### config.mk
export PLATFORM = sky130hd
export DESIGN_NAME = scl_rate_gen
export DESIGN_NICKNAME = d
export VERILOG_FILES = /design/src/rtl/scl_gen_pkg.sv /design/src/rtl/scl_ctrl_gate.sv /design/src/rtl/scl_down_counter.sv /design/src/rtl/scl_edge_seq.sv /design/src/rtl/scl_rate_gen.sv
export SDC_FILE = /design/constraint.sdc
export NUM_CORES = 1
export LEC_CHECK = 0
export BUFFER_PORTS_ARGS = -buffer_cell sky130_fd_sc_hd__buf_4
export CAP_MARGIN = 20
export CORE_MARGIN = 10
export CORE_UTILIZATION = 59
export DETAILED_ROUTE_END_ITERATION = 16
export PLACE_DENSITY = 0.82
export SYNTH_ARGS = -nofsm -noshare
export SYNTH_HDL_FRONTEND = slang
export SYNTH_HIERARCHICAL = 1
export SYNTH_SLANG_ARGS = --single-unit
### constraint.sdc
create_clock -name clk -period 4.05 [get_ports clk]
set_input_delay 0.2025 -clock clk [delete_from_list [all_inputs] [get_ports clk]]
set_output_delay 0.2025 -clock clk [all_outputs]
set_load 0.1 [all_outputs]
### src/rtl/scl_gen_pkg.sv
package scl_gen_pkg;

    localparam int unsigned DEF_REG_W     = 8;
    localparam int unsigned DEF_RELOAD_W  = 7;
    localparam int unsigned DEF_DATA_BITS = 8;

    typedef enum logic [0:0] {
        SEQ_IDLE = 1'b0,
        SEQ_RUN  = 1'b1
    } seq_state_e;

    // Each SCL pulse has a falling and a rising toggle; acknowledge adds one pulse.
    function automatic int unsigned edges_per_xfer(input int unsigned data_bits);
        return 2 * (data_bits + 1);
    endfunction

    function automatic int unsigned width_for(input int unsigned max_val);
        return (max_val < 2) ? 1 : $clog2(max_val + 1);
    endfunction

endpackage

### src/rtl/scl_ctrl_gate.sv
module scl_ctrl_gate (
    input  logic en,
    input  logic phase_a,
    input  logic phase_b,
    input  logic buf_wr,
    input  logic busy,
    output logic step,
    output logic start
);
    always_comb begin
        step  = en & (phase_a | phase_b);
        start = en & buf_wr & ~busy;
    end
endmodule

### src/rtl/scl_down_counter.sv
module scl_down_counter #(
    parameter int unsigned CW = scl_gen_pkg::DEF_RELOAD_W
) (
    input  logic          clk,
    input  logic          rst,
    input  logic          start,
    input  logic          step,
    input  logic          run,
    input  logic [CW-1:0] reload_in,
    output logic          rollover
);
    typedef struct packed {
        logic [CW-1:0] rel;
        logic [CW-1:0] cnt;
    } cnt_state_t;

    localparam logic [CW-1:0] ONE = CW'(1);

    cnt_state_t st_q, st_d;

    always_comb begin
        st_d     = st_q;
        rollover = run & step & (st_q.cnt == '0);
        if (start) begin
            st_d.rel = reload_in;
            st_d.cnt = reload_in;
        end else if (run && step) begin
            st_d.cnt = rollover ? st_q.rel : (st_q.cnt - ONE);
        end
    end

    always_ff @(posedge clk) begin
        if (rst) st_q <= '0;
        else     st_q <= st_d;
    end

    assert_cnt_within_reload_R5: assert property (@(posedge clk) disable iff (rst)
        st_q.cnt <= st_q.rel);

    assert_hold_without_step_R4: assert property (@(posedge clk) disable iff (rst)
        (!step && !start) |=> $stable(st_q.cnt));

    assert_reload_after_rollover_R5: assert property (@(posedge clk) disable iff (rst)
        rollover |=> (st_q.cnt == st_q.rel));

    assert_divider_kept_R8: assert property (@(posedge clk) disable iff (rst)
        (run && !start) |=> $stable(st_q.rel));
endmodule

### src/rtl/scl_edge_seq.sv
module scl_edge_seq #(
    parameter int unsigned EDGES = scl_gen_pkg::edges_per_xfer(scl_gen_pkg::DEF_DATA_BITS)
) (
    input  logic clk,
    input  logic rst,
    input  logic start,
    input  logic rollover,
    output logic scl,
    output logic busy,
    output logic tick
);
    import scl_gen_pkg::*;

    localparam int unsigned EW = width_for(EDGES);
    localparam logic [EW-1:0] LAST_EDGE = EW'(EDGES - 1);

    typedef struct packed {
        seq_state_e    st;
        logic          scl;
        logic          tick;
        logic [EW-1:0] ecnt;
    } seq_state_t;

    seq_state_t q, d;

    always_comb begin
        d      = q;
        d.tick = 1'b0;
        if (start) begin
            d.st   = SEQ_RUN;
            d.scl  = 1'b1;
            d.ecnt = '0;
        end else if (rollover) begin
            d.scl  = ~q.scl;
            d.tick = 1'b1;
            if (q.ecnt == LAST_EDGE) begin
                d.st   = SEQ_IDLE;
                d.ecnt = '0;
            end else begin
                d.ecnt = q.ecnt + EW'(1);
            end
        end
    end

    always_ff @(posedge clk) begin
        if (rst) begin
            q.st   <= SEQ_IDLE;
            q.scl  <= 1'b1;
            q.tick <= 1'b0;
            q.ecnt <= '0;
        end else begin
            q <= d;
        end
    end

    assign scl  = q.scl;
    assign busy = (q.st == SEQ_RUN);
    assign tick = q.tick;

    assert_idle_scl_high_R10: assert property (@(posedge clk) disable iff (rst)
        (q.st == SEQ_IDLE) |-> q.scl);

    assert_edge_bound_R7: assert property (@(posedge clk) disable iff (rst)
        q.ecnt <= LAST_EDGE);

    assert_done_on_high_R7: assert property (@(posedge clk) disable iff (rst)
        $fell(busy) |-> scl);

    assert_first_edge_low_R7: assert property (@(posedge clk) disable iff (rst)
        (q.st == SEQ_RUN && q.ecnt == '0 && rollover && !start) |=> !q.scl);
endmodule

### src/rtl/scl_rate_gen.sv
module scl_rate_gen #(
    parameter int unsigned REG_W     = scl_gen_pkg::DEF_REG_W,
    parameter int unsigned RELOAD_W  = scl_gen_pkg::DEF_RELOAD_W,
    parameter int unsigned DATA_BITS = scl_gen_pkg::DEF_DATA_BITS
) (
    input  logic             clk,
    input  logic             rst,
    input  logic             en,
    input  logic             phase_a,
    input  logic             phase_b,
    input  logic [REG_W-1:0] rate_reg,
    input  logic             buf_wr,
    output logic             scl,
    output logic             tick,
    output logic             busy
);
    localparam int unsigned EDGES = scl_gen_pkg::edges_per_xfer(DATA_BITS);

    logic step, start, rollover;
    logic unused_rate_hi;

    assign unused_rate_hi = ^rate_reg[REG_W-1:RELOAD_W];

    scl_ctrl_gate u_gate (
        .en      (en),
        .phase_a (phase_a),
        .phase_b (phase_b),
        .buf_wr  (buf_wr),
        .busy    (busy),
        .step    (step),
        .start   (start)
    );

    scl_down_counter #(.CW(RELOAD_W)) u_cnt (
        .clk       (clk),
        .rst       (rst),
        .start     (start),
        .step      (step),
        .run       (busy),
        .reload_in (rate_reg[RELOAD_W-1:0]),
        .rollover  (rollover)
    );

    scl_edge_seq #(.EDGES(EDGES)) u_seq (
        .clk      (clk),
        .rst      (rst),
        .start    (start),
        .rollover (rollover),
        .scl      (scl),
        .busy     (busy),
        .tick     (tick)
    );

    assert_tick_marks_edge_R5: assert property (@(posedge clk) disable iff (rst)
        (scl != $past(scl)) |-> tick);

    assert_start_needs_write_R3: assert property (@(posedge clk) disable iff (rst)
        $rose(busy) |-> $past(en && buf_wr));

    assert_frozen_when_disabled_R9: assert property (@(posedge clk) disable iff (rst)
        !en |=> ($stable(scl) && !tick && $stable(busy)));
endmodule

# Word level (Yosys, flattened, before mapping)
# Index checks and enable logic that the tools add are counted.
# word_totals
output_inout_bits	3
in_bits	14
elab_cells	31
ff_bits	22
# op_classes
n_reduce_logical	7
addsub	2
n_bitwise	8
n_eq_ne	1
n_mux	7
# op_table
op	count
$mux W7	3
$mux W8	1
$logic_not A7 Y1	1
$sub A7 B1 Y7 const B	1
$reduce_bool A2 Y1	3
$add A5 B1 Y5 const B	1
$and A1 B1 Y1	5
$eq A5 B5 Y1 const B	1
$mux W5	1
$mux W2	1
$not A1 Y1	2
$reduce_and A2 Y1	1
$reduce_or A2 Y1	1
$logic_and A1 B1 Y1	1
$mux W1	1
$or A1 B1 Y1	1

# Longest topological paths before layout
# Gate-level depths: netlist (run 1).
# depth
depth_word	7
depth_mapped	9
depth_no_buf	8

# Hierarchy
# Netlist (run 1), hierarchy kept.
# by_module_without_submodules
module	instances	seq_area_each_um2	cells_per_inst	area_per_inst_um2
scl_down_counter	1	280.3	86	747.0
scl_edge_seq	1	160.2	35	375.4
scl_ctrl_gate	1	0.0	2	16.3

# Worst setup path before layout (run 1)
# Ideal clock, no wire load.
# synth_timing
path_kind	register to register
start	reg u_seq.q (netlist bit u_seq/busy)
end	reg u_cnt/st_q[3] in the netlist's numbering
required_time_ns	3.980
path_buffers	0
setup_slack_ns	1.835
setup_time_ns	0.070
stages_incl_launch_ff	5
arrival_ns	2.145
period_less_slack_ns	2.215
cell_sequence	dfxtp_1 nand2_1 or2_2 or4_1 a21oi_1
# synth_via
elab_chain_len	5
word_cells_on_any_way	9
cone_classes	3 x mux; 4 x bitwise; 2 x reduce/logical
# synth_rtl
element	line_no	text
start: declaration	scl_edge_seq.sv:24	seq_state_t q, d;
$and A1 B1 Y1 (2 in a row)	scl_down_counter.sv:23	rollover = run & step & (st_q.cnt == '0);
$mux W7	scl_down_counter.sv:28	st_d.cnt = rollover ? st_q.rel : (st_q.cnt - ONE);
$mux W7	scl_down_counter.sv:27	end else if (run && step) begin
$mux W7	scl_down_counter.sv:24	if (start) begin
end signal: assignment	scl_down_counter.sv:34	else st_q <= st_d;
end: declaration	scl_down_counter.sv:19	cnt_state_t st_q, st_d;
# Parallel ways exist; a longest one is shown, timed or not. The select of a mux whose other input is x is not followed.
# A chain may end at the register's enable or synchronous reset.

# Final worst setup path (run 1)
# layout_timing
start	reg u_cnt/st_q[0] in the netlist's numbering
end	reg u_seq/q[1] in the netlist's numbering
# layout_via
elab_chain_len	2
# layout_rtl
element	line_no	text
$logic_not A7 Y1	scl_down_counter.sv:23	
$and A1 B1 Y1	scl_down_counter.sv:23	
via rollover	scl_rate_gen.sv:19	logic step, start, rollover;
# The timed path passes the listed nets, and every way through them passes these cells.

==> summary.md, run 1 <==
| Metric | Value |
|---|---|
| Die H | `between 60 and 70 microns` |
| Core ar. | `1780 sq um` |
| Final hold violations | `0` |
| Overflow after GRT | `0` |
| Net Sw Power | `~0.13 mW` |
| Crit path arrival time | `between 2 and 3 ns` |
| Total negative slack | `0 ns` |
| CTS buffer count | `3` |
| Share of the yosys chip area belonging to registers | `approximately 39%` |
| Crit path launch type | `register` |
| Final Cycle Share | `62.2%` |
| Clock network power share | `roughly 34%` |
| Number of global-route vias before repair | `870` |
| Max cap viols | `0` |
| Async S/R FF share, synth | `0%` |
| Root Buffer | `clkbuf_4` |
| Cts hold-fix bufs | `0` |
| Vias/cell | `around 5.7` |
| Util after Layout | `73.3%` |
| DR iter-0 viols | `28` |
| First-pass GRT wire length | `3890 microns` |
| Reg-to-reg startpoint | `u_cnt/st_q[0]` |
| #FFs+latches synth | `22` |
| Ys flop type | `dfxtp_1` |
| Sequential power share | `47.7%` |
| Pwr dens | `383 nW/um^2` |
| Met1 Wirelength | `986 microns` |
| Final setup vio count | `0` |
| RePlAce Congestion | `0.854` |
| Most common cell after layout, fill and taps aside | `dfxtp_1` |
| WS Path Type | `reg -> reg` |
| Pleak | `0.515 nW` |
| Clock skew | `0.00944 ns` |
| Clk slew on worst S/H paths | `0.12 ns` |
| Pint | `0.369 mW` |
| EDFF count, synth | `0` |
| Launch point of the worst path | `u_cnt/st_q[0]` |
| Maximum clock frequency | `397 MHz` |
| Tmin final | `2.52 ns` |
| Crit path max fanout | `9` |
| Critical Path End Type | `register` |
| Least-Margin Pin Slew | `0.973 ns` |
| Net Sw Frac | `between 20% and 30%` |
| DR WL/cell | `13.8 microns` |
| Nets | `156` |
| Status | `complete, no violations` |
| Slew headroom | `between 30% and 40%` |
| # fillers | `130` |
| Ys Warns | `6` |
| Area growth syn-to-layout | `14.8%` |
| Number of diodes | `0` |
| Share of layout cells above drive strength 1 | `21.7%` |
| Die ar. | `around 4000 sq um` |
| Initial Util | `63.9%` |
| Initial antenna violation count | `0` |
| Mean Syn Cell Area | `around 9 sq um` |
| H-tree levels | `1` |
| Max Used Layer | `met4` |
| GRT Total Usage | `11.8%` |
| Leading cell types in the layout, fill and taps excluded | `dfxtp_1 (22), nor2_1 (17), buf_4 (15), inv_1 (12), mux2i_1 (8)` |
| Combinational share of power | `18.5%` |
| DRC errors left | `0` |
| Mapped Nets | `140` |
| Met2 WL | `1100 microns` |
| Buffers on Ports | `15` |
| HPWL Detailed | `1670 microns` |
| CTS tree | `done` |
| Clock Latency Late Sink | `0.32 ns` |
| Post-CTS Resized | `0` |
| Yosys cell types | `43` |
| Synthesized area | `1140 sq um` |
| Max Slew Vio Count | `0` |
| Met3 wire length | `roughly 120 microns` |
| Routed Antenna Nets | `0` |
| Largest net degree at the start of global routing | `24` |
| Die width | `63.9 microns` |
| Drt pass-1 iters | `4` |
| # Post-CTS Setup Buffers | `0` |
| RSZ-0062 raised after global routing | `no` |
| CTS Sinks | `22` |
| # IOs | `17` |
| Total Routed Length | `2240 microns` |
| Vias | `923` |
| Num rows | `15` |
| Worst Hold Class | `in -> reg` |
| Post-synthesis cell count | `123` |
| R2r setup slk | `approximately 1.5 ns` |
| Clock buffer depth | `2` |
| Hold_sp | `rate_reg[1]` |
| Required time of the critical path | `4.24 ns` |
| Worst VDD drop | `slightly below 0.3 mV` |
[power by group through the flow]
| stage | registers (mW) | logic, mW | clock network, mW |
|---|---|---|---|
| final | 0.239 | 0.0929 | 0.169 |
| after global routing | 0.241 | 0.102 | 0.184 |
| after CTS | 0.239 | 0.0933 | 0.174 |
| after detailed placement | 0.244 | 0.0927 | 0 |
| after global placement | 0.243 | 0.0896 | 0 |
| after floorplan | 0.249 | 0.0618 | 0 |
[worst max-delay path, stage by stage (launching register included)]
cell and delay, ns:
dfxtp_1 0.35, inv_1 0.10, ha_1 0.26, nor4b_4 0.35, nand2_1 0.21, nor2_1 0.66
nand4bb_4 0.18, o21ai_4 0.22, a211oi_2 0.06
[layer usage]
metal | vias to the layer above | GRT usage (%)
li1 | 470 | -
met1 | 433 | 12.8
met2 | 14 | 19.3
met3 | 6 | 5.40
met4 | 0 | 5.46
met5 | - | 0
[registers in the layout, summed over array words and instances, names as in the netlist]
| name | count |
|---|---|
| u_cnt/st_q | 14 |
| u_seq/busy | 1 |
| u_seq/q | 5 |
| u_seq/scl | 1 |
| u_seq/tick | 1 |
[logic make-up after synthesis]
group | synth area share, %
AND/OR/NAND/NOR | 23.4
multiplexers | 8.02
flip-flops | 38.7
adder cells (fa/ha/maj) | 3.30
XOR/XNOR | 3.85
buffers and inverters | 6.37
AO/OA/AOI/OAI | 16.4
[final timing paths]
path	to	depth (start not counted)
worst min register to register	u_cnt/st_q[10]	2
worst min-delay path	u_cnt/st_q[8]	3
worst max register to register	u_seq/q[1]	8
worst max-delay path	u_seq/q[1]	8
[synthesized netlist by cell type (all sizes together) (2+ instances only)]
cell,count,area (sq um)
ha,3,37.5
xor2,2,17.5
a221oi,3,32.5
nand2,6,22.5
nand3,3,15.0
nand4,2,12.5
nor4b,2,32.5
dfxtp,22,440
mux2i,8,80.1
a21oi,6,30.0
inv,12,45.0
or2,2,12.5
nor4,2,12.5
nor2,18,75.1
a211oi,3,27.5
buf,3,23.8
nand2b,2,12.5
o21ai,4,31.3
a2111oi,2,17.5
xnor2,3,26.3
[final cells by class]
class / count / area (sq um) / share of cell area [%]
clock inverters: 1 / 30.0 / 2.30
repair buffers: 15 / 113 / 8.61
inverters: 12 / 45.0 / 3.44
clock buffers: 3 / 22.5 / 1.72
flip-flops and latches: 22 / 440 / 33.7
multi-input cells: 85 / 626 / 47.8
well taps: 25 / 31.3 / 2.39
[metrics by stage]
stage / power (mW) / instance area (sq um) / cells / hold WS (ns) / worst slack, ns
final: 0.501 / 1310 / 163 / 0.112 / 1.53
after global routing: 0.528 / 1310 / 163 / 0.108 / 1.36
after CTS: 0.506 / 1310 / 163 / 0.106 / 1.53
after detailed placement: 0.336 / 1250 / 159 / 0.458 / 1.58
after global placement: 0.333 / 1250 / 159 / 0.444 / 1.64
after floorplan: 0.311 / 1140 / 123 / 0.269 / 1.83
Power figures use the tool's default switching activity.
==> run 2, diff against run 1 <==
- CORE_ASPECT_RATIO: default -> 1.5
- CORE_UTILIZATION: 59 -> 55
- PLACE_DENSITY: 0.82 -> 0.77
- clock period: 4.05 -> 2.51 ns (I/O delays scaled with it)
==> run 2 against run 1 <==
Effect of this change:
- hold slack worse by 0.047 ns
- design area down 1.4%
- utilization is 9.0 points lower
- critical path type unchanged
- largest power group unchanged
==> summary.md, run 2 (synthesis results as in run 1) <==
| Metric | Value |
|---|---|
| Cell repeated most along the worst path | `nor2_1` |
| RSZ-0062 raised after global routing | `no` |
| Most common cell after layout, fill and taps aside | `dfxtp_1` |
| Clock skew | `0.000661 ns (-0.00878 ns)` |
| HPWL Detailed | `1910 microns (+15%)` |
| Required time of the critical path | `2.71 ns (-1.53 ns)` |
| Setup WS post-layout | `0.440 ns (-1.09 ns)` |
| Tot Pwr | `0.696 mW (+39%)` |
| Pleak | `0.511 nW (-0.68%)` |
| Leading cell types in the layout, fill and taps excluded | `dfxtp_1 (22), buf_4 (17), nor2_1 (17), inv_1 (12), mux2i_1 (8)` |
| Clock Latency Late Sink | `0.30 ns (-0.02 ns)` |
| Nets | `158 (+1.3%)` |
| Critical Path End Type | `register` |
| Reg area | `440 sq um (unchanged)` |
| R2r setup slk | `0.44 ns (-1.09 ns)` |
| CP cell instances | `inv_1 > ha_1 > nor4b_4 > nand2_1 > nor2_1 > buf_4 > nand4bb_4 > o21ai_4 > nor2_1` |
| Placement Cell Area | `1270 sq um (+0.90%)` |
| Vias | `961 (+4.1%)` |
| Overflow after GRT | `0 (unchanged)` |
| Met1 global-route usage | `10.9% (-1.9 points)` |
| Vias/cell | `5.97 (+5.4%)` |
| CTS Sinks | `22 (unchanged)` |
| Launch point of the worst path | `u_cnt/st_q[0]` |
| Largest net degree at the start of global routing | `17 (-29%)` |
| Max Slew Vio Count | `0 (unchanged)` |
| Crit-path max cell delay | `0.35 ns (-0.31 ns)` |
| # IOs | `17 (unchanged)` |
| # Post-CTS Setup Buffers | `0 (unchanged)` |
| Share of layout cells above drive strength 1 | `22.3% (+0.56 points)` |
| Area of the multi-input gates | `626 sq um (unchanged)` |
| Top flop regs | `u_cnt/st_q (14), u_seq/q (5)` |
| Worst slack, placed | `0.476 ns (-1.10 ns)` |
| Status | `complete, no violations` |
| WS Path Type | `reg -> reg` |
| Hold_sp | `rate_reg[4]` |
| Slew headroom | `67.4% (+32 points)` |
| Tmin final | `2.07 ns (-0.451 ns)` |
| Total Routed Length | `2440 microns (+8.7%)` |
| H-tree levels | `1 (unchanged)` |
| Routed Antenna Nets | `0 (unchanged)` |
| First-pass GRT wire length | `4250 microns (+9.2%)` |
| Die H | `75.7 microns (+18%)` |
| Num rows | `20 (+5)` |
| Crit path arrival time | `2.27 ns (-0.44 ns)` |
| Die width | `57.2 microns (-11%)` |
| Max FFs per register | `14 (unchanged)` |
| Max cap viols | `0 (unchanged)` |
| Buffers on Ports | `15 (unchanged)` |
| Post-CTS Resized | `0 (unchanged)` |
| Reg-to-reg startpoint | `u_cnt/st_q[0]` |
| WP buf/inv | `2 (+1)` |
| Pwr dens | `540 nW/um^2 (+41%)` |
| Die ar. | `4330 sq um (+5.9%)` |
| Clock buffer depth | `2 (unchanged)` |
| Initial Util | `56.9% (-7.0 points)` |
| Maximum clock frequency | `483 MHz (+22%)` |
| Met2 usage | `23.3% (+4.1 points)` |
| Root Buffer | `clkbuf_4` |
| Highest-delay cell along the critical path | `dfxtp_1` |
| Final hold violations | `0 (unchanged)` |
| CTS buffer count | `3 (unchanged)` |
| Final Cycle Share | `82.5% (+20 points)` |
| DR iter-0 viols | `22 (-21%)` |
| Core ar. | `2000 sq um (+12%)` |
| Worst hold margin | `0.0651 ns (-0.0469 ns)` |
| GRT Total Usage | `12.1% (+0.29 points)` |
| Worst Hold Class | `in -> reg` |
| Clk slew on worst S/H paths | `0.11 ns (about the same)` |
| Worst VDD drop | `0.416 mV (+43%)` |
| CP delay by family, top | `simple AND/OR/NAND/NOR gates` |
| Total negative slack | `0 ns (unchanged)` |
| Number of diodes | `0 (unchanged)` |
| Initial antenna violation count | `0 (unchanged)` |
| Number of global-route vias before repair | `1008 (+16%)` |
| Area growth syn-to-layout | `13.2%` |
| Crit path max fanout | `9 (unchanged)` |
| Post-route cell area | `1290 sq um (-1.4%)` |
| Cts hold-fix bufs | `0 (unchanged)` |
| Most flops, register | `u_cnt/st_q` |
| Least-Margin Pin Slew | `0.489 ns (-0.485 ns)` |
| Gr busiest metal | `met2` |
| CTS tree | `done` |
| Drt pass-1 iters | `4 (unchanged)` |
| # fillers | `184 (+42%)` |
| RePlAce Congestion | `0.799 (-6.5%)` |
| Crit path launch type | `register` |
| DR WL/cell | `15.1 microns (+10%)` |
| Global routing usage on met3 | `3.00% (-2.4 points)` |
| DRC errors left | `0 (unchanged)` |
| Final setup vio count | `0 (unchanged)` |
run 2: cell types whose count changed in the layout (fill, tap and decap cells not counted):
cell and delta:
bufinv_16 -1, buf_4 +2
run 2: worst register-to-register path, cell delays in order, from the launching register on:
cell,delay [ns]
dfxtp_1,0.35
inv_1,0.10
ha_1,0.26
nor4b_4,0.33
nand2_1,0.18
nor2_1,0.12
buf_4,0.19
nand4bb_4,0.15
o21ai_4,0.22
nor2_1,0.07
run 2: report_power, final:
part           internal [mW]  switching (mW)  total (mW)
clock                 0.0561          0.0999       0.156
sequential             0.368          0.0199       0.387
combinational         0.0669          0.0856       0.153
total                  0.491           0.205       0.696
run 2: worst paths after layout:
kind                                        to  depth (start not counted)
worst max-delay path                u_seq/q[3]                          9
worst min-delay path            u_cnt/st_q[11]                          3
worst max register to register      u_seq/q[3]                          9
worst min register to register  u_cnt/st_q[10]                          2
run 2: cell type report:
| class | count | area share, % |
|---|---|---|
| clock buffer | 3 | 1.75 |
| inverter | 12 | 3.50 |
| multi-input combinational | 85 | 48.5 |
| sequential | 22 | 34.2 |
| tap | 22 | 2.14 |
| timing repair buffer | 17 | 9.90 |
run 2: per-layer routing:
metal	share of wire (%)	wire length [microns]
met5	0	0
met4	3.1	76
met3	4.8	116
met2	57	1400
met1	35	844
run 2: stage by stage:
step / util, % / instances
CTS: 64.4 / 161
detailed placement: 63.2 / 158
global route: 64.4 / 161
global placement: 63.2 / 158
floorplan: - / 123
finish: 64.4 / 161
